<file path="src/rtl/i2c_tg_pkg.sv">
// Shared types and helpers for the subaddressed I2C register bridge.
// Assumes 8-bit bus bytes and 16-bit register words (two bytes each).
package i2c_tg_pkg;

    localparam int BYTE_W = 8;
    localparam int WORD_W = 16;

    // Telegram decode position
    typedef enum logic [3:0] {
        T_IDLE, T_DADDR, T_SUB, T_RA_H, T_RA_L, T_WD_H, T_WD_L,
        T_WCOMMIT, T_RSTART, T_RADDR, T_TX_H, T_TX_L, T_DONE
    } tg_state_t;

    // Target of the current telegram
    typedef enum logic [1:0] {BK_C, BK_A, BK_B} bank_t;

    // 7-bit device address chosen by the strap
    function automatic logic [6:0] dev_of(input logic [1:0] sel);
        case (sel)
            2'b01:   return 7'h42;
            2'b10:   return 7'h44;
            default: return 7'h40;
        endcase
    endfunction

    // States in which the block is shifting in a byte from the master
    function automatic logic is_rx(input tg_state_t s);
        return (s == T_DADDR) || (s == T_SUB) || (s == T_RA_H) || (s == T_RA_L) ||
               (s == T_WD_H) || (s == T_WD_L) || (s == T_RADDR) || (s == T_RSTART);
    endfunction

    // States in which the block is returning a byte to the master
    function automatic logic is_tx(input tg_state_t s);
        return (s == T_TX_H) || (s == T_TX_L);
    endfunction

endpackage

</file>
<file path="src/rtl/i2c_tg_sync.sv">
// Line conditioner: brings SCL and SDA into the clk domain through a
// flip-flop chain and reports SCL edges plus start and stop conditions.
// Assumes both lines idle high and change far slower than clk.
module i2c_tg_sync #(
    parameter int STAGES = 2
) (
    input  logic clk,
    input  logic rst_n,
    input  logic scl_i,
    input  logic sda_i,
    output logic sda_lvl,
    output logic scl_rise,
    output logic scl_fall,
    output logic start_c,
    output logic stop_c
);
    logic [STAGES-1:0] scl_ff, sda_ff;
    logic              scl_q, sda_q;
    logic              scl_s;

    assign scl_s   = scl_ff[STAGES-1];
    assign sda_lvl = sda_ff[STAGES-1];

    // Synchronizer chains and one-cycle history of the synchronized levels
    always_ff @(posedge clk) begin
        if (!rst_n) begin
            scl_ff <= '1;
            sda_ff <= '1;
            scl_q  <= 1'b1;
            sda_q  <= 1'b1;
        end else begin
            scl_ff <= {scl_ff[STAGES-2:0], scl_i};
            sda_ff <= {sda_ff[STAGES-2:0], sda_i};
            scl_q  <= scl_s;
            sda_q  <= sda_lvl;
        end
    end

    // Edge and bus-condition decode
    always_comb begin
        scl_rise = scl_s & ~scl_q;
        scl_fall = ~scl_s & scl_q;
        start_c  = scl_s & scl_q & sda_q & ~sda_lvl;
        stop_c   = scl_s & scl_q & ~sda_q & sda_lvl;
    end

endmodule

</file>
<file path="src/rtl/i2c_tg_engine.sv">
// Telegram engine: bit/byte sequencing, acknowledge, telegram grammar,
// the control register and the bank strobes. Works from the conditioned
// events of i2c_tg_sync. Assumes each bank presents read data in the
// cycle after its read strobe.
module i2c_tg_engine
    import i2c_tg_pkg::*;
#(
    parameter logic [WORD_W-1:0] A_MASK    = 16'hFFFF,
    parameter logic [WORD_W-1:0] B_MASK    = 16'h0FFF,
    parameter logic [WORD_W-1:0] CTRL_MASK = 16'h8000,
    parameter int                RST_BIT   = 15
) (
    input  logic              clk,
    input  logic              rst_n,
    input  logic [1:0]        addr_sel_i,
    input  logic              sda_lvl,
    input  logic              scl_rise,
    input  logic              scl_fall,
    input  logic              start_c,
    input  logic              stop_c,
    output logic              sda_oe_o,
    output logic              reset_o,
    output logic [WORD_W-1:0] bus_addr_o,
    output logic [WORD_W-1:0] bus_wdata_o,
    output logic              a_wr_o,
    output logic              a_rd_o,
    input  logic [WORD_W-1:0] a_rdata_i,
    output logic              b_wr_o,
    output logic              b_rd_o,
    input  logic [WORD_W-1:0] b_rdata_i
);
    localparam int CNT_W = $clog2(BYTE_W + 2);
    localparam logic [CNT_W-1:0] C_FULL = CNT_W'(BYTE_W);
    localparam logic [CNT_W-1:0] C_ACK  = CNT_W'(BYTE_W + 1);

    tg_state_t         st;
    bank_t             bsel;
    logic              rdflag, ackph, mack, rd_pend;
    logic [CNT_W-1:0]  bcnt;
    logic [BYTE_W-1:0] rsh, txsh;
    logic [WORD_W-1:0] addr_q, wdat_q, txword, ctrl_q;
    logic [6:0]        dev;

    assign dev         = dev_of(addr_sel_i);
    assign reset_o     = ctrl_q[RST_BIT];
    assign bus_addr_o  = addr_q;
    assign bus_wdata_o = wdat_q & ((bsel == BK_B) ? B_MASK : A_MASK);

    // Bit counting, acknowledge, telegram grammar and bank access
    always_ff @(posedge clk) begin
        if (!rst_n) begin
            st       <= T_IDLE;
            bsel     <= BK_C;
            rdflag   <= 1'b0;
            ackph    <= 1'b0;
            mack     <= 1'b0;
            rd_pend  <= 1'b0;
            bcnt     <= '0;
            rsh      <= '0;
            txsh     <= '0;
            addr_q   <= '0;
            wdat_q   <= '0;
            txword   <= '0;
            ctrl_q   <= '0;
            sda_oe_o <= 1'b0;
            a_wr_o   <= 1'b0;
            a_rd_o   <= 1'b0;
            b_wr_o   <= 1'b0;
            b_rd_o   <= 1'b0;
        end else begin
            a_wr_o  <= 1'b0;
            a_rd_o  <= 1'b0;
            b_wr_o  <= 1'b0;
            b_rd_o  <= 1'b0;
            rd_pend <= a_rd_o | b_rd_o;
            if (rd_pend) txword <= (bsel == BK_B) ? b_rdata_i : a_rdata_i;

            if (stop_c) begin
                st       <= T_IDLE;
                sda_oe_o <= 1'b0;
                ackph    <= 1'b0;
                bcnt     <= '0;
            end else if (start_c) begin
                sda_oe_o <= 1'b0;
                ackph    <= 1'b0;
                bcnt     <= '0;
                rsh      <= '0;
                if (st == T_RSTART || (st == T_WD_H && bsel == BK_C && bcnt <= 1))
                    st <= T_RADDR;
                else
                    st <= T_DADDR;
            end else if (ackph) begin
                if (scl_fall) begin
                    ackph <= 1'b0;
                    bcnt  <= '0;
                    if (st == T_WCOMMIT) begin
                        st       <= T_DONE;
                        sda_oe_o <= 1'b0;
                        case (bsel)
                            BK_A:    a_wr_o <= 1'b1;
                            BK_B:    b_wr_o <= 1'b1;
                            default: ctrl_q <= wdat_q & CTRL_MASK;
                        endcase
                    end else if (st == T_TX_H) begin
                        txsh     <= txword[WORD_W-1 -: BYTE_W];
                        sda_oe_o <= ~txword[WORD_W-1];
                    end else begin
                        sda_oe_o <= 1'b0;
                    end
                end
            end else if (is_tx(st)) begin
                if (scl_rise) begin
                    if (bcnt < C_FULL) bcnt <= bcnt + 1'b1;
                    else if (bcnt == C_FULL) begin
                        mack <= ~sda_lvl;
                        bcnt <= C_ACK;
                    end
                end else if (scl_fall) begin
                    if (bcnt != 0 && bcnt < C_FULL) begin
                        txsh     <= {txsh[BYTE_W-2:0], 1'b0};
                        sda_oe_o <= ~txsh[BYTE_W-2];
                    end else if (bcnt == C_FULL) begin
                        sda_oe_o <= 1'b0;
                    end else if (bcnt == C_ACK) begin
                        if (st == T_TX_H && mack) begin
                            st       <= T_TX_L;
                            txsh     <= txword[BYTE_W-1:0];
                            sda_oe_o <= ~txword[BYTE_W-1];
                            bcnt     <= '0;
                        end else begin
                            st       <= T_DONE;
                            sda_oe_o <= 1'b0;
                        end
                    end
                end
            end else if (is_rx(st)) begin
                if (scl_rise && bcnt < C_FULL) begin
                    rsh  <= {rsh[BYTE_W-2:0], sda_lvl};
                    bcnt <= bcnt + 1'b1;
                end else if (scl_fall && bcnt == C_FULL) begin
                    // Accept by default; the cases below fall back to idle
                    ackph    <= 1'b1;
                    sda_oe_o <= 1'b1;
                    case (st)
                        T_DADDR: begin
                            if (rsh == {dev, 1'b0}) st <= T_SUB;
                            else begin
                                st <= T_IDLE; ackph <= 1'b0; sda_oe_o <= 1'b0; bcnt <= '0;
                            end
                        end
                        T_SUB: begin
                            case (rsh)
                                8'h00: begin bsel <= BK_C; rdflag <= 1'b0; st <= T_WD_H; end
                                8'h10: begin bsel <= BK_A; rdflag <= 1'b0; st <= T_RA_H; end
                                8'h11: begin bsel <= BK_A; rdflag <= 1'b1; st <= T_RA_H; end
                                8'h12: begin bsel <= BK_B; rdflag <= 1'b0; st <= T_RA_H; end
                                8'h13: begin bsel <= BK_B; rdflag <= 1'b1; st <= T_RA_H; end
                                default: begin
                                    st <= T_IDLE; ackph <= 1'b0; sda_oe_o <= 1'b0; bcnt <= '0;
                                end
                            endcase
                        end
                        T_RA_H: begin addr_q[WORD_W-1 -: BYTE_W] <= rsh; st <= T_RA_L; end
                        T_RA_L: begin
                            addr_q[BYTE_W-1:0] <= rsh;
                            st <= rdflag ? T_RSTART : T_WD_H;
                        end
                        T_WD_H: begin wdat_q[WORD_W-1 -: BYTE_W] <= rsh; st <= T_WD_L; end
                        T_WD_L: begin wdat_q[BYTE_W-1:0] <= rsh; st <= T_WCOMMIT; end
                        T_RADDR: begin
                            if (rsh == {dev, 1'b1}) begin
                                st <= T_TX_H;
                                case (bsel)
                                    BK_A:    a_rd_o <= 1'b1;
                                    BK_B:    b_rd_o <= 1'b1;
                                    default: txword <= ctrl_q;
                                endcase
                            end else begin
                                st <= T_IDLE; ackph <= 1'b0; sda_oe_o <= 1'b0; bcnt <= '0;
                            end
                        end
                        default: begin
                            st <= T_IDLE; ackph <= 1'b0; sda_oe_o <= 1'b0; bcnt <= '0;
                        end
                    endcase
                end
            end
        end
    end

    // bank strobes never overlap
    p_one_strobe_r10: assert property (@(posedge clk) disable iff (!rst_n)
        $onehot0({a_wr_o, a_rd_o, b_wr_o, b_rd_o}));

    // a write strobe lasts one cycle
    p_wr_pulse_r4: assert property (@(posedge clk) disable iff (!rst_n)
        (a_wr_o | b_wr_o) |=> !(a_wr_o | b_wr_o));

    // a write strobe follows the SCL fall that closes the acknowledge
    p_wr_after_fall_r4: assert property (@(posedge clk) disable iff (!rst_n)
        (a_wr_o | b_wr_o) |-> $past(scl_fall));

    // a read strobe lasts one cycle
    p_rd_pulse_r5: assert property (@(posedge clk) disable iff (!rst_n)
        (a_rd_o | b_rd_o) |=> !(a_rd_o | b_rd_o));

    // a stop condition releases SDA
    p_stop_release_r8: assert property (@(posedge clk) disable iff (!rst_n)
        stop_c |=> !sda_oe_o);

endmodule

</file>
<file path="src/rtl/i2c_telegram_regif.sv">
// Top of the subaddressed I2C register bridge: joins the line conditioner
// to the telegram engine. Assumes an external open-drain pad, where
// sda_oe_o high pulls SDA low, and banks that answer one cycle after a read strobe.
module i2c_telegram_regif #(
    parameter int          SYNC_STAGES = 2,
    parameter logic [15:0] A_MASK      = 16'hFFFF,
    parameter logic [15:0] B_MASK      = 16'h0FFF,
    parameter logic [15:0] CTRL_MASK   = 16'h8000,
    parameter int          RST_BIT     = 15
) (
    input  logic        clk,
    input  logic        rst_n,
    input  logic [1:0]  addr_sel_i,
    input  logic        scl_i,
    input  logic        sda_i,
    output logic        sda_oe_o,
    output logic        reset_o,
    output logic [15:0] bus_addr_o,
    output logic [15:0] bus_wdata_o,
    output logic        a_wr_o,
    output logic        a_rd_o,
    input  logic [15:0] a_rdata_i,
    output logic        b_wr_o,
    output logic        b_rd_o,
    input  logic [15:0] b_rdata_i
);
    logic sda_lvl, scl_rise, scl_fall, start_c, stop_c;

    i2c_tg_sync #(.STAGES(SYNC_STAGES)) u_sync (
        .clk      (clk),
        .rst_n    (rst_n),
        .scl_i    (scl_i),
        .sda_i    (sda_i),
        .sda_lvl  (sda_lvl),
        .scl_rise (scl_rise),
        .scl_fall (scl_fall),
        .start_c  (start_c),
        .stop_c   (stop_c)
    );

    i2c_tg_engine #(
        .A_MASK    (A_MASK),
        .B_MASK    (B_MASK),
        .CTRL_MASK (CTRL_MASK),
        .RST_BIT   (RST_BIT)
    ) u_engine (
        .clk         (clk),
        .rst_n       (rst_n),
        .addr_sel_i  (addr_sel_i),
        .sda_lvl     (sda_lvl),
        .scl_rise    (scl_rise),
        .scl_fall    (scl_fall),
        .start_c     (start_c),
        .stop_c      (stop_c),
        .sda_oe_o    (sda_oe_o),
        .reset_o     (reset_o),
        .bus_addr_o  (bus_addr_o),
        .bus_wdata_o (bus_wdata_o),
        .a_wr_o      (a_wr_o),
        .a_rd_o      (a_rd_o),
        .a_rdata_i   (a_rdata_i),
        .b_wr_o      (b_wr_o),
        .b_rd_o      (b_rd_o),
        .b_rdata_i   (b_rdata_i)
    );

endmodule

</file>
<file path="config.mk">
export PLATFORM = sky130hd
export DESIGN_NAME = i2c_telegram_regif
export DESIGN_NICKNAME = d
export VERILOG_FILES = /design/src/rtl/i2c_tg_pkg.sv /design/src/rtl/i2c_tg_sync.sv /design/src/rtl/i2c_tg_engine.sv /design/src/rtl/i2c_telegram_regif.sv
export SDC_FILE = /design/constraint.sdc
export NUM_CORES = 1
export LEC_CHECK = 0
export ABC_AREA = 1
export BUFFER_PORTS_ARGS = -buffer_cell sky130_fd_sc_hd__buf_2
export CAP_MARGIN = 40
export CELL_PAD_IN_SITES_DETAIL_PLACEMENT = 0
export CELL_PAD_IN_SITES_GLOBAL_PLACEMENT = 1
export CORE_MARGIN = 4
export CORE_UTILIZATION = 42
export CTS_BUF_LIST = sky130_fd_sc_hd__clkbuf_4
export DETAILED_ROUTE_END_ITERATION = 10
export GPL_TIMING_DRIVEN = 1
export PLACE_DENSITY_LB_ADDON = 0.08
export SYNTH_ARGS = -nofsm -noshare
export SYNTH_HDL_FRONTEND = slang
export SYNTH_SLANG_ARGS = --single-unit
</file>
<file path="constraint.sdc">
create_clock -name clk -period 2.5 [get_ports clk]
set_clock_uncertainty 0.15 [all_clocks]
set_input_delay 0.125 -clock clk [delete_from_list [all_inputs] [get_ports clk]]
set_output_delay 0.125 -clock clk [all_outputs]
set_load 0.02 [all_outputs]
</file>
Word level (Yosys, flattened, before mapping):

Cells that the tools add are included.

* bits in registers: 89
* bits of input ports: 38
* output and inout bits: 38
* word-level logic and storage cells: 260

* add/sub/neg operators: 1
* magnitude comparators: 2
* equality and inequality tests: 52
* multiplexer cells: 96
* bitwise logic cells: 30
* reduce and logical (&&, ||, !) cells: 55

Operator list (number)
* $mux 16: 13
* $mux 4: 33
* $mux 7: 11
* $mux 8: 5
* $eq 8x5->1 const B: 4
* $reduce_and 8->1: 4
* $pmux 4 s7: 1
* $mux 1: 25
* $eq 4x4->1 const B: 6
* $not 1->1: 21
* $ne 4x2->1 const B: 5
* $reduce_and 10->1: 2
* $reduce_and 9->1: 2
* $and 16x16->16: 1
* $eq 4x3->1 const B: 4
* $eq 8x8->1: 2
* $pmux 4 s4: 1
* $reduce_bool 4->1: 4
* $ne 5x3->1 const B: 3
* $reduce_bool 3->1: 5
* $reduce_and 7->1: 2
* $reduce_and 13->1: 1
* $ne 4x3->1 const B: 3
* $pmux 3 s2: 2
* other kinds (36): 76

Longest topological paths before layout:

Gate-level depths: netlist (run 1).

* depth in word-level cells: 13
* mapped depth: 14

Cells and area by module:

Synthesis (run 1) repeated with hierarchy kept, for this count alone.

* cells, all modules: 645
* area total of the unflattened synthesis: 4560.6 um^2

By module, submodules not included
* i2c_tg_engine: instances 1, cells each 618, area each 4361.7 um^2, sequential area each 1661.6 um^2
* i2c_tg_sync: instances 1, cells each 27, area each 198.9 um^2, sequential area each 120.1 um^2

Least setup slack after synthesis (run 1):

No wires, ideal clock.

* path kind: register to register
* start: register u_engine.bcnt[0]
* end: register u_engine.wdat_q[15]
* setup time: 0.116 ns
* arrival: 1.541 ns
* slack: 0.693 ns
* stages on the path, launching flop included: 13
* path buffers: 1
* cell sequence: dfxtp_1 > inv_1 > ha_1 > nand2_4 > nor2_8 > inv_4 > nor2_8 > inv_6 > nor2_8 > inv_2 > buf_6 > o21ai_2 > a21oi_2

* word-level cells in the longest chain between the ends: 4
* elaborated cells on any way between the ends: 6

RTL lines
* start: declaration: RTL line i2c_tg_engine.sv:39 `logic [CNT_W-1:0] bcnt;`
* start signal: assignment: RTL line i2c_tg_engine.sv:113 `if (bcnt < C_FULL) bcnt <= bcnt + 1'b1;`
* start signal: assignment: RTL line i2c_tg_engine.sv:139 `bcnt <= bcnt + 1'b1;`
* $lt 4x4->1: RTL line i2c_tg_engine.sv:137 `if (scl_rise && bcnt < C_FULL) begin`
* $logic_and 1x1->1: RTL line i2c_tg_engine.sv:137
* $not 1->1 (no line)
* $reduce_and 8->1 (no line) (*)
* end signal: assignment: RTL line i2c_tg_engine.sv:62 `wdat_q <= '0;`
* end signal: indexed assignment: RTL line i2c_tg_engine.sv:168 `T_WD_H: begin wdat_q[WORD_W-1 -: BYTE_W] <= rsh; st <= T_WD_L; end`
* end signal: indexed assignment: RTL line i2c_tg_engine.sv:169 `T_WD_L: begin wdat_q[BYTE_W-1:0] <= rsh; st <= T_WCOMMIT; end`
* end: declaration: RTL line i2c_tg_engine.sv:41 `logic [WORD_W-1:0] addr_q, wdat_q, txword, ctrl_q;`

Every way passes the cells marked *; elsewhere a longest branch is shown, timed or not.
A chain may end at the register's enable or synchronous reset.

Worst setup path after layout (run 1):

* start: register u_engine.bsel[0]
* end: register u_engine.txword[13]

* word-level cells in the longest chain between the ends: 13
* elaborated cells on any way between the ends: 15

RTL lines
* start: declaration: RTL line i2c_tg_engine.sv:37 `bank_t bsel;`
* start signal: assignment: RTL line i2c_tg_engine.sv:53 `bsel <= BK_C;`
* start signal: assignment: RTL line i2c_tg_engine.sv:153 `8'h00: begin bsel <= BK_C; rdflag <= 1'b0; st <= T_WD_H; end`
* start signal: assignment: RTL line i2c_tg_engine.sv:154 `8'h10: begin bsel <= BK_A; rdflag <= 1'b0; st <= T_RA_H; end`
* $eq 2x2->1: RTL line i2c_tg_engine.sv:76, i2c_tg_engine.sv:173
* $mux 16 (2 in a row): RTL line i2c_tg_engine.sv:76 `if (rd_pend) txword <= (bsel == BK_B) ? b_rdata_i : a_rdata_i;`
* $mux 16: RTL line i2c_tg_engine.sv:173 `case (bsel)`
* $mux 16: RTL line i2c_tg_engine.sv:171 `if (rsh == {dev, 1'b1}) begin`
* $mux 16: RTL line i2c_tg_engine.sv:144 `case (st)`
* $mux 16: RTL line i2c_tg_engine.sv:140 `end else if (scl_fall && bcnt == C_FULL) begin`
* $mux 16: RTL line i2c_tg_engine.sv:137
* $mux 16: RTL line i2c_tg_engine.sv:136 `end else if (is_rx(st)) begin`
* $mux 16: RTL line i2c_tg_engine.sv:111 `end else if (is_tx(st)) begin`
* $mux 16: RTL line i2c_tg_engine.sv:92 `end else if (ackph) begin`
* $mux 16: RTL line i2c_tg_engine.sv:83 `end else if (start_c) begin`
* $mux 16 (*): RTL line i2c_tg_engine.sv:78 `if (stop_c) begin`
* end signal: assignment: RTL line i2c_tg_engine.sv:76
* end signal: assignment: RTL line i2c_tg_engine.sv:176 `default: txword <= ctrl_q;`
* end: declaration: RTL line i2c_tg_engine.sv:41

Marked as above.

==> impl_summary.md, run 1 <==
Outcome
The flow ran to the end, and the final reports show no timing, DRC or antenna violations.

Floorplan
The height of the die is 113 um. The number of top-level pins is 76. The row count is 38. The region available for standard cell placement spans 10800 um2. The initial utilization of the core area, before any placement, comes to 0.428. The die is 113 um wide. The total die area is 12700 um2.

Global routing
The pin count of the biggest net entering global routing is 47. The first global-routing pass estimated 21.0 mm of wire. Summed over all layers, the global routing overflow is 0. The routing layer with the top usage in global route is met2. The number of antenna violations at the first check in global routing was 0. The number of global-route vias before repair is 4198. The fraction of met2 tracks used by global routing is 0.323. For this run, global-route usage on met1 was measured as 0.282.

The fraction of met3 tracks used by global routing is 0.0337. For this run, the total global-route usage over all layers was measured as 0.201.

Synth
sky130_fd_sc_hd__dfxtp_1 takes more of the synthesized area than any other cell. Of the synthesized area, sequential elements account for 0.386. The most used flip-flop cell after synthesis is sky130_fd_sc_hd__dfxtp_1. The number of different library cells in the post-synthesis netlist is 50. The async set-reset flop share out of synthesis is 0. The number of register bits inferred by synthesis is 89.

Sorting the synthesized cells by area gives the leading types as sky130_fd_sc_hd__dfxtp_1 (39%), sky130_fd_sc_hd__nand2_1 (13%), sky130_fd_sc_hd__a21oi_1 (6.6%). The count of yosys warnings during synthesis is 0. The synthesized netlist cell count is 656.

The share of synthesized area in the top cell type comes to 0.386. Summing every instance area after synthesis gives 4620 um2. The number of nets in the synthesized netlist is 701. The number of enable flip-flop cells after synthesis is 0. Averaged over all synthesized cells, the footprint is 7.04 um2.

Worst hold path
The worst hold path was traced through 5 stages. The origin of the worst min-delay path is b_rdata_i[15]. The worst hold-check path type is input pin to flip-flop. The endpoint with the worst hold slack is u_engine.txword[15].

Cells and area
Leaving out fill and tap cells, the most frequent cell in the layout is sky130_fd_sc_hd__nand2_1. In the layout the commonest cells are sky130_fd_sc_hd__nand2_1 (166), sky130_fd_sc_hd__dfxtp_1 (89), sky130_fd_sc_hd__buf_2 (75). The area growth from synthesis to final layout is 19.5%.

The number of diodes is 0. The fraction of layout cells with a size suffix above 1 is 0.206. After the last flow step, the layout net total stands at 796.

STA
The actual slew at the worst max-slew pin is 0.517 ns. Setup repair after global routing left no endpoint under its margin. The final worst-path setup slack is 0.292 ns. In the finished design, the share of the clock period the worst path needs comes to 0.883. Measured against its own limit, the worst slew margin works out to 0.656.

Setup violations remaining at the end of the flow were counted as 0. The total negative slack for setup checks is 0 ns. The final-report hold violation count is 0.

The number of max-slew violations in the final report came to 0. Hold is met by 0.0895 ns. The minimum period implied by the final worst setup slack is 2.21 ns. Timing would allow up to 0.453 GHz.

Critical path
The largest fanout on the critical path is 18. Data on the critical path is required at its endpoint by 2.69 ns. The worst reg-to-reg path cell count is 8. The worst flop-to-flop path endpoint is u_engine.txword[13]. The data arrival time of the critical path is 2.40 ns. The startpoint identified for the worst register-to-register timing path is u_engine.bsel[0].

The startpoint class of the critical path is a flip-flop. The setup path with the least slack is of type flip-flop to flip-flop. The endpoint kind of the worst setup timing path is a flip-flop. The worst-case register-to-register setup slack is 0.29 ns.

Clock tree
Counting along the longest clock path gives a buffer depth of 2. The clock latency at the later pin of the worst-skew pair is 0.46 ns. The clock tree root driver cell is sky130_fd_sc_hd__clkbuf_4. The number of clock buffers added by TritonCTS is 9. The CTS tree is done.

The number of sinks driven by the clock tree is 89. The deepest level of the CTS H-tree is 3. After clock tree synthesis, the clock-pin slew on the worst setup and hold paths is 0.14 ns.

Power
Summed over all nets, the switching power comes to 0.701 mW. Of the total power, registers draw 0.589. The clock share of power is 0.316. Of the total power, the share spent switching nets is 0.287. Of the total power, combinational logic draws 0.094.

Overall power consumption after layout is estimated at 2.45 mW. The cell leakage power is 2.41 nW. For this design the ratio of total power to cell area is 443 nW/um2. IR analysis of the VDD net gives a maximum drop of 221 uV.

The internal power is 1.74 mW.

Place
Prior to clock tree synthesis, the placed netlist has a worst setup slack of 0.376 ns. Routability-driven placement finished with a final weighted congestion of 0.868. The detailed placer's ending HPWL is 9.13 mm. Buffers placed on the I/O ports in this run total 75.

Drt
The routed length per instance is 13.9 um. The number of detailed-route iterations in the first pass is 4. In the routed layout, each cell is associated on average with a via count of 4.89. The detail route stage leaves a number of antenna-violating nets equal to 0. The post-detailed-routing wire length is 12.4 mm. The via total after detailed routing is 4384.

The remaining routing DRC violations is 0. For this block, the initial DRC count from the detailed router was 227.

Job
The number of max-capacitance violations reported is 0.
-- final cells by class --
| cell class | instances | area (um2) |
|---|---|---|
| fill | 1120 | 5270 |
| multi-input combinational | 460 | 2360 |
| sequential | 89 | 1780 |
| timing repair buffer | 121 | 803 |
| inverter | 70 | 274 |
| tap | 140 | 175 |
| clock buffer | 9 | 67.6 |
| clock inverter | 7 | 58.8 |
-- cell families (layout without fill, tap and decap cells) --
group,count (synthesis),after routing,share of synthesized area
adders and majority gates,7,7,0.0190
buffers and inverters,107,207,0.104
muxes,4,4,0.00867
DFF,89,89,0.386
and+or+nand+nor,315,315,0.315
AOI/OAI and AO/OA,134,134,0.168
-- how the worst max path moves through the flow --
stage                     start             endpoint  slack (ns)  depth (start not counted)
3_3_place_gp    u_engine.rsh[2]     u_engine.bcnt[1]        0.41                         11
5_1_grt        u_engine.bsel[0]  u_engine.txword[14]        0.10                          8
6_report       u_engine.bsel[0]  u_engine.txword[13]        0.29                          8
2_1_floorplan  u_engine.bcnt[0]  u_engine.wdat_q[15]        0.69                         12
3_5_place_dp   u_engine.bcnt[0]     u_engine.txsh[6]        0.38                          8
4_1_cts        u_engine.bsel[0]  u_engine.txword[14]        0.16                          8
-- state kept, by name, indices dropped and copies added, names as in the netlist --
| signal | count |
|---|---|
| u_engine.bcnt | 4 |
| u_engine.b_wr_o | 1 |
| u_engine.st | 4 |
| u_sync.sda_ff | 2 |
| u_engine.mack | 1 |
| u_engine.sda_oe_o | 1 |
| u_engine.b_rd_o | 1 |
| u_engine.rsh | 8 |
| u_engine.bus_addr_o | 16 |
| u_engine.rd_pend | 1 |
| u_engine.a_rd_o | 1 |
| u_engine.bsel | 2 |
| u_engine.ctrl_q | 1 |
| u_engine.wdat_q | 16 |
| u_sync.scl_ff | 2 |
| u_engine.rdflag | 1 |
| u_sync.scl_q | 1 |
| u_engine.txsh | 7 |
| u_engine.txword | 16 |
| u_engine.a_wr_o | 1 |
| u_sync.sda_q | 1 |
| u_engine.ackph | 1 |
-- stage by stage --
stage                     cell area (um2)  utilization  instances
after floorplan                      4620            -        656
after global placement               5050        0.468        846
after detailed placement             5050        0.468        846
after CTS                            5510        0.510        895
after global routing                 5520        0.511        896
final                                5520        0.511        896
-- Yosys cell counts, types with 2 or more instances --
cell type                  number
sky130_fd_sc_hd__nor3_2         2
sky130_fd_sc_hd__nor4_1         2
sky130_fd_sc_hd__nand3_1       27
sky130_fd_sc_hd__a31oi_1        3
sky130_fd_sc_hd__mux2i_1        4
sky130_fd_sc_hd__clkbuf_1      14
sky130_fd_sc_hd__o211ai_1       3
sky130_fd_sc_hd__o22a_1         7
sky130_fd_sc_hd__inv_1         58
sky130_fd_sc_hd__or2_2          5
sky130_fd_sc_hd__nand2_4        3
sky130_fd_sc_hd__o21ai_1        2
sky130_fd_sc_hd__nand3b_1       2
sky130_fd_sc_hd__nor2_1        72
sky130_fd_sc_hd__dfxtp_1       89
sky130_fd_sc_hd__nor2_8         4
sky130_fd_sc_hd__buf_6          2
sky130_fd_sc_hd__o21ai_0       45
sky130_fd_sc_hd__inv_2          9
sky130_fd_sc_hd__nor3_1         5
sky130_fd_sc_hd__a21oi_2        2
sky130_fd_sc_hd__nor2_2         9
sky130_fd_sc_hd__nand4_1        6
sky130_fd_sc_hd__buf_2          6
sky130_fd_sc_hd__nor2_4         3
sky130_fd_sc_hd__ha_1           7
sky130_fd_sc_hd__clkbuf_2       2
sky130_fd_sc_hd__o21ai_2        2
sky130_fd_sc_hd__buf_4         12
sky130_fd_sc_hd__nand2_2        4
sky130_fd_sc_hd__a21oi_1       61
sky130_fd_sc_hd__nand2_1      166
-- power groups by stage --
stage	clock [mW]	combinational (mW)	sequential, mW
5_1_grt	0.880	0.261	1.44
6_report	0.773	0.231	1.44
2_1_floorplan	0	0.137	1.47
4_1_cts	0.810	0.232	1.44
3_5_place_dp	0	0.206	1.47
3_3_place_gp	0	0.206	1.47
-- critical path: stages (launching register included) --
cell and delay (ns):
sky130_fd_sc_hd__dfxtp_1 0.34, sky130_fd_sc_hd__inv_1 0.10, sky130_fd_sc_hd__ha_1 0.22, sky130_fd_sc_hd__clkinvlp_4 0.32
sky130_fd_sc_hd__nand2_1 0.14, sky130_fd_sc_hd__nand2_1 0.06, sky130_fd_sc_hd__dlygate4sd3_1 0.56, sky130_fd_sc_hd__mux2i_1 0.17
sky130_fd_sc_hd__nor2_2 0.05
-- repair_timing --
item | CTS | global route
hold buffers | 33 | 0
setup buffers | 0 | 1
hold endpoints to repair | 23 | 0
endpoints found under the setup margin | 0 | 5
resized for setup | 0 | 1
-- metal layers --
| layer | wire length [um] | vias to the layer above |
|---|---|---|
| met5 | 0 | - |
| met4 | 126 | 0 |
| met3 | 621 | 10 |
| met2 | 5640 | 87 |
| met1 | 6050 | 1991 |
| li1 | - | 2296 |
Power figures use the tool's default switching activity.
==> run 2, diff against run 1 <==
--- a/config.mk
+++ b/config.mk
@@ -15,7 +15,7 @@
 export CTS_BUF_LIST = sky130_fd_sc_hd__clkbuf_4
 export DETAILED_ROUTE_END_ITERATION = 10
 export GPL_TIMING_DRIVEN = 1
-export PLACE_DENSITY_LB_ADDON = 0.08
+export PLACE_DENSITY = 0.94
 export SYNTH_ARGS = -nofsm -noshare
 export SYNTH_HDL_FRONTEND = slang
 export SYNTH_SLANG_ARGS = --single-unit
==> impl_summary.md, run 2 (synthesis results as in run 1) <==
Global routing
The global router's overall resource usage is 0.195 (was 0.201). The number of antenna violations at the first check in global routing is 0 (unchanged). The pin count of the biggest net entering global routing was 47 (unchanged). The number of global-route vias before repair is 4397 (was 4198).

The wire length of the first global-routing pass was 20.5 mm (was 21.0 mm). The overflow left after global routing is 0 (unchanged).

Cells and area
The most common cell after layout, fill and taps aside is sky130_fd_sc_hd__nand2_1 (unchanged). The area growth from synthesis to final layout is 18.6% (was 19.5%). The post-route cell area is 5480 um2 (was 5520 um2). The fraction of layout cells with a size suffix above 1 is 0.199 (was 0.206). Commonest cells after routing, fill and taps aside: sky130_fd_sc_hd__nand2_1 (166), sky130_fd_sc_hd__dfxtp_1 (89), sky130_fd_sc_hd__buf_2 (75) (unchanged). The number of nets in the layout is 792 (was 796). The number of diodes is 0 (unchanged).

Floorplan
The height of the die is 113 um (unchanged). The effective utilization at floorplan is 0.428 (unchanged). The number of top-level pins is 76 (unchanged). The area of the core region came to 10800 um2 (unchanged). The row count was 38 (unchanged). The width of the die came to 113 um (unchanged). The total die area came to 12700 um2 (unchanged).

Critical path
The startpoint of the lowest-slack register-to-register path is u_engine.bsel[0] (unchanged). The type of the worst setup path is flip-flop to flip-flop (unchanged). The largest fanout on the critical path is 11 (was 18). The startpoint class of the critical path is a flip-flop (unchanged).

The worst flop-to-flop path endpoint is u_engine.txword[10] (was u_engine.txword[13]). The endpoint kind of the worst setup timing path was a flip-flop (unchanged). Crit path cell chain: inv_1 > ha_1 > clkinv_1 > buf_4 > nand2_1 > nand2_1 > dlygate4sd3_1 > mux2i_1 > nor2_1 (was inv_1 > ha_1 > clkinvlp_4 > nand2_1 > nand2_1 > dlygate4sd3_1 > mux2i_1 > nor2_2). The data required time of the worst path came to 2.70 ns (was 2.69 ns).

The gate family responsible for the most delay along the worst path is buffers and inverters (unchanged). The most repeated library cell on the critical path is sky130_fd_sc_hd__nand2_1 (unchanged). The slowest cell on the critical path is sky130_fd_sc_hd__dlygate4sd3_1 (unchanged). The worst reg-to-reg path cell count was 9 (was 8).

The data arrival time of the critical path came to 2.47 ns (was 2.40 ns). The worst-case register-to-register setup slack came to 0.23 ns (was 0.29 ns). The combined buffer and inverter count along the critical path is 4 (was 3). The peak per-stage delay on the critical path is 0.55 ns (was 0.56 ns).

STA
The final-report hold violation count is 0 (unchanged). The worst slew margin relative to its limit is 0.578 (was 0.656). The actual slew at the worst max-slew pin is 0.633 ns (was 0.517 ns). Setup repair after global routing missed its margin: false (unchanged). The number of max-slew violations in the final report is 0 (unchanged).

The total negative slack for setup checks is 0 ns (unchanged). The minimum period implied by the final worst setup slack was 2.27 ns (was 2.21 ns). The part of the cycle the worst path needs was 0.906 (was 0.883). The total of endpoints with negative setup slack in the final report is 0 (unchanged). The highest clock rate is 0.441 GHz (was 0.453 GHz).

Power
The internal power came to 1.73 mW (was 1.74 mW). The total chip power is 2.40 mW (was 2.45 mW). The share of total power in sequential cells is 0.600 (was 0.589).

The clock share of power was 0.306 (was 0.316). The fraction of power consumed by combinational cells is 0.094 (about the same). The net switching share of the total power was 0.279 (was 0.287).

The net switching power is 0.671 mW (was 0.701 mW). The maximum vdd ir drop is 304 uV (was 221 uV). The total power per unit cell area is 439 nW/um2 (was 443 nW/um2). The cell leakage power came to 2.39 nW (was 2.41 nW).

Clock tree
The number of sinks driven by the clock tree is 89 (unchanged). The number of cells upsized or downsized after cts was 0 (unchanged). The clock latency at the later pin of the worst-skew pair is 0.44 ns (was 0.46 ns).

The CTS tree is done (unchanged). The number of buffers created by CTS came to 9 (unchanged). The number of post-CTS setup repair buffers was 0 (unchanged). The clock tree root driver cell is sky130_fd_sc_hd__clkbuf_4 (unchanged). The maximum clock path buffer count came to 2 (unchanged). The deepest level of the CTS H-tree was 3 (unchanged). The clock transition at the registers of the reported paths is 0.15 ns (was 0.14 ns).

Worst hold path
The worst hold-check path type is input pin to flip-flop (unchanged). The origin of the worst min-delay path is b_rdata_i[15] (unchanged). The endpoint with the worst hold slack is u_engine.txword[15] (unchanged).

The number of cells on the worst hold path is 5 (unchanged).

Drt
The routed via count divided by cell count was 4.96 (was 4.89). The post-detailed-routing wire length is 12.2 mm (was 12.4 mm). The remaining number of nets flagged by the antenna check after routing is 0 (unchanged). The detailed router's first-iteration violation count came to 266 (was 227).

The routed length per instance is 13.6 um (was 13.9 um). The number of detailed-route iterations in the first pass is 5 (was 4). The remaining routing DRC violations is 0 (unchanged). The via total after detailed routing is 4422 (was 4384).

Outcome
Status: completed (unchanged).

Place
The detailed placer's ending HPWL was 8.91 mm (was 9.13 mm). The count of port buffers added during placement came to 75 (unchanged). The weighted congestion reported at the end of routability-driven placement is 0.954 (was 0.868). The area after detailed placement is 5030 um2 (was 5050 um2).

Job
The number of max-capacitance violations reported came to 0 (unchanged).
==> run 2: cell count changes in the layout (fill, tap and decap cells not counted), sizes merged <==
cell      previous run  this run
buf                 88        84
clkinv               2         5
clkinvlp             2         1
inv                 73        71
==> run 2: what timing repair did <==
item | 4_1_cts | 5_1_grt
endpoints found under the hold margin | 24 | 0
hold buffers | 33 | 0
endpoints found under the setup margin | 0 | 0
==> run 2: final cells by class <==
cell class / count / area, um2
well taps: 140 / 175
clock inverters: 7 / 53.8
repair buffers: 117 / 773
clock buffers: 9 / 67.6
multi-input cells: 460 / 2360
flip-flops and latches: 89 / 1780
inverters: 70 / 270
fillers: 1090 / 5310
==> run 2: power groups by stage <==
stage	combinational (mW)	sequential [mW]	clock, mW
2_1_floorplan	0.137	1.47	0
3_3_place_gp	0.195	1.47	0
3_5_place_dp	0.197	1.47	0
4_1_cts	0.223	1.44	0.765
5_1_grt	0.252	1.45	0.836
6_report	0.225	1.44	0.736
==> run 2: how the worst max path moves through the flow <==
| stage | cells past startpoint | from | slack (ns) | end |
|---|---|---|---|---|
| 3_3_place_gp | 8 | u_engine.bcnt[0] | 0.49 | u_engine.txsh[0] |
| 6_report | 9 | u_engine.bsel[0] | 0.23 | u_engine.txword[10] |
| 3_5_place_dp | 8 | u_engine.bcnt[0] | 0.37 | u_engine.txsh[6] |
| 4_1_cts | 9 | u_engine.bsel[0] | 0.22 | u_engine.txword[10] |
| 5_1_grt | 8 | u_engine.bcnt[0] | 0.05 | u_engine.txsh[0] |
| 2_1_floorplan | 12 | u_engine.bcnt[0] | 0.69 | u_engine.wdat_q[15] |
==> run 2: metal layers <==
metal,up-vias,track usage,share of wire
met5,-,0,0
met4,0,0.0785,0.019
met3,17,0.0455,0.068
met2,130,0.327,0.47
met1,1987,0.241,0.44
li1,2288,-,-
==> run 2: metrics by stage <==
stage	utilization	std cells	hold WS (ns)	setup slack [ns]
global placement	0.466	843	0.163	0.487
global route	0.508	892	0.119	0.0513
floorplan	-	656	0.0816	0.693
CTS	0.508	892	0.100	0.220
finish	0.508	892	0.147	0.235
detailed placement	0.466	843	0.162	0.367
==> run 2: tightest hold or removal path: stages <==
cell	delay, ns
sky130_fd_sc_hd__buf_2	0.10
sky130_fd_sc_hd__nor2_1	0.11
sky130_fd_sc_hd__o22ai_1	0.13
sky130_fd_sc_hd__mux2i_1	0.16
sky130_fd_sc_hd__a21oi_1	0.08
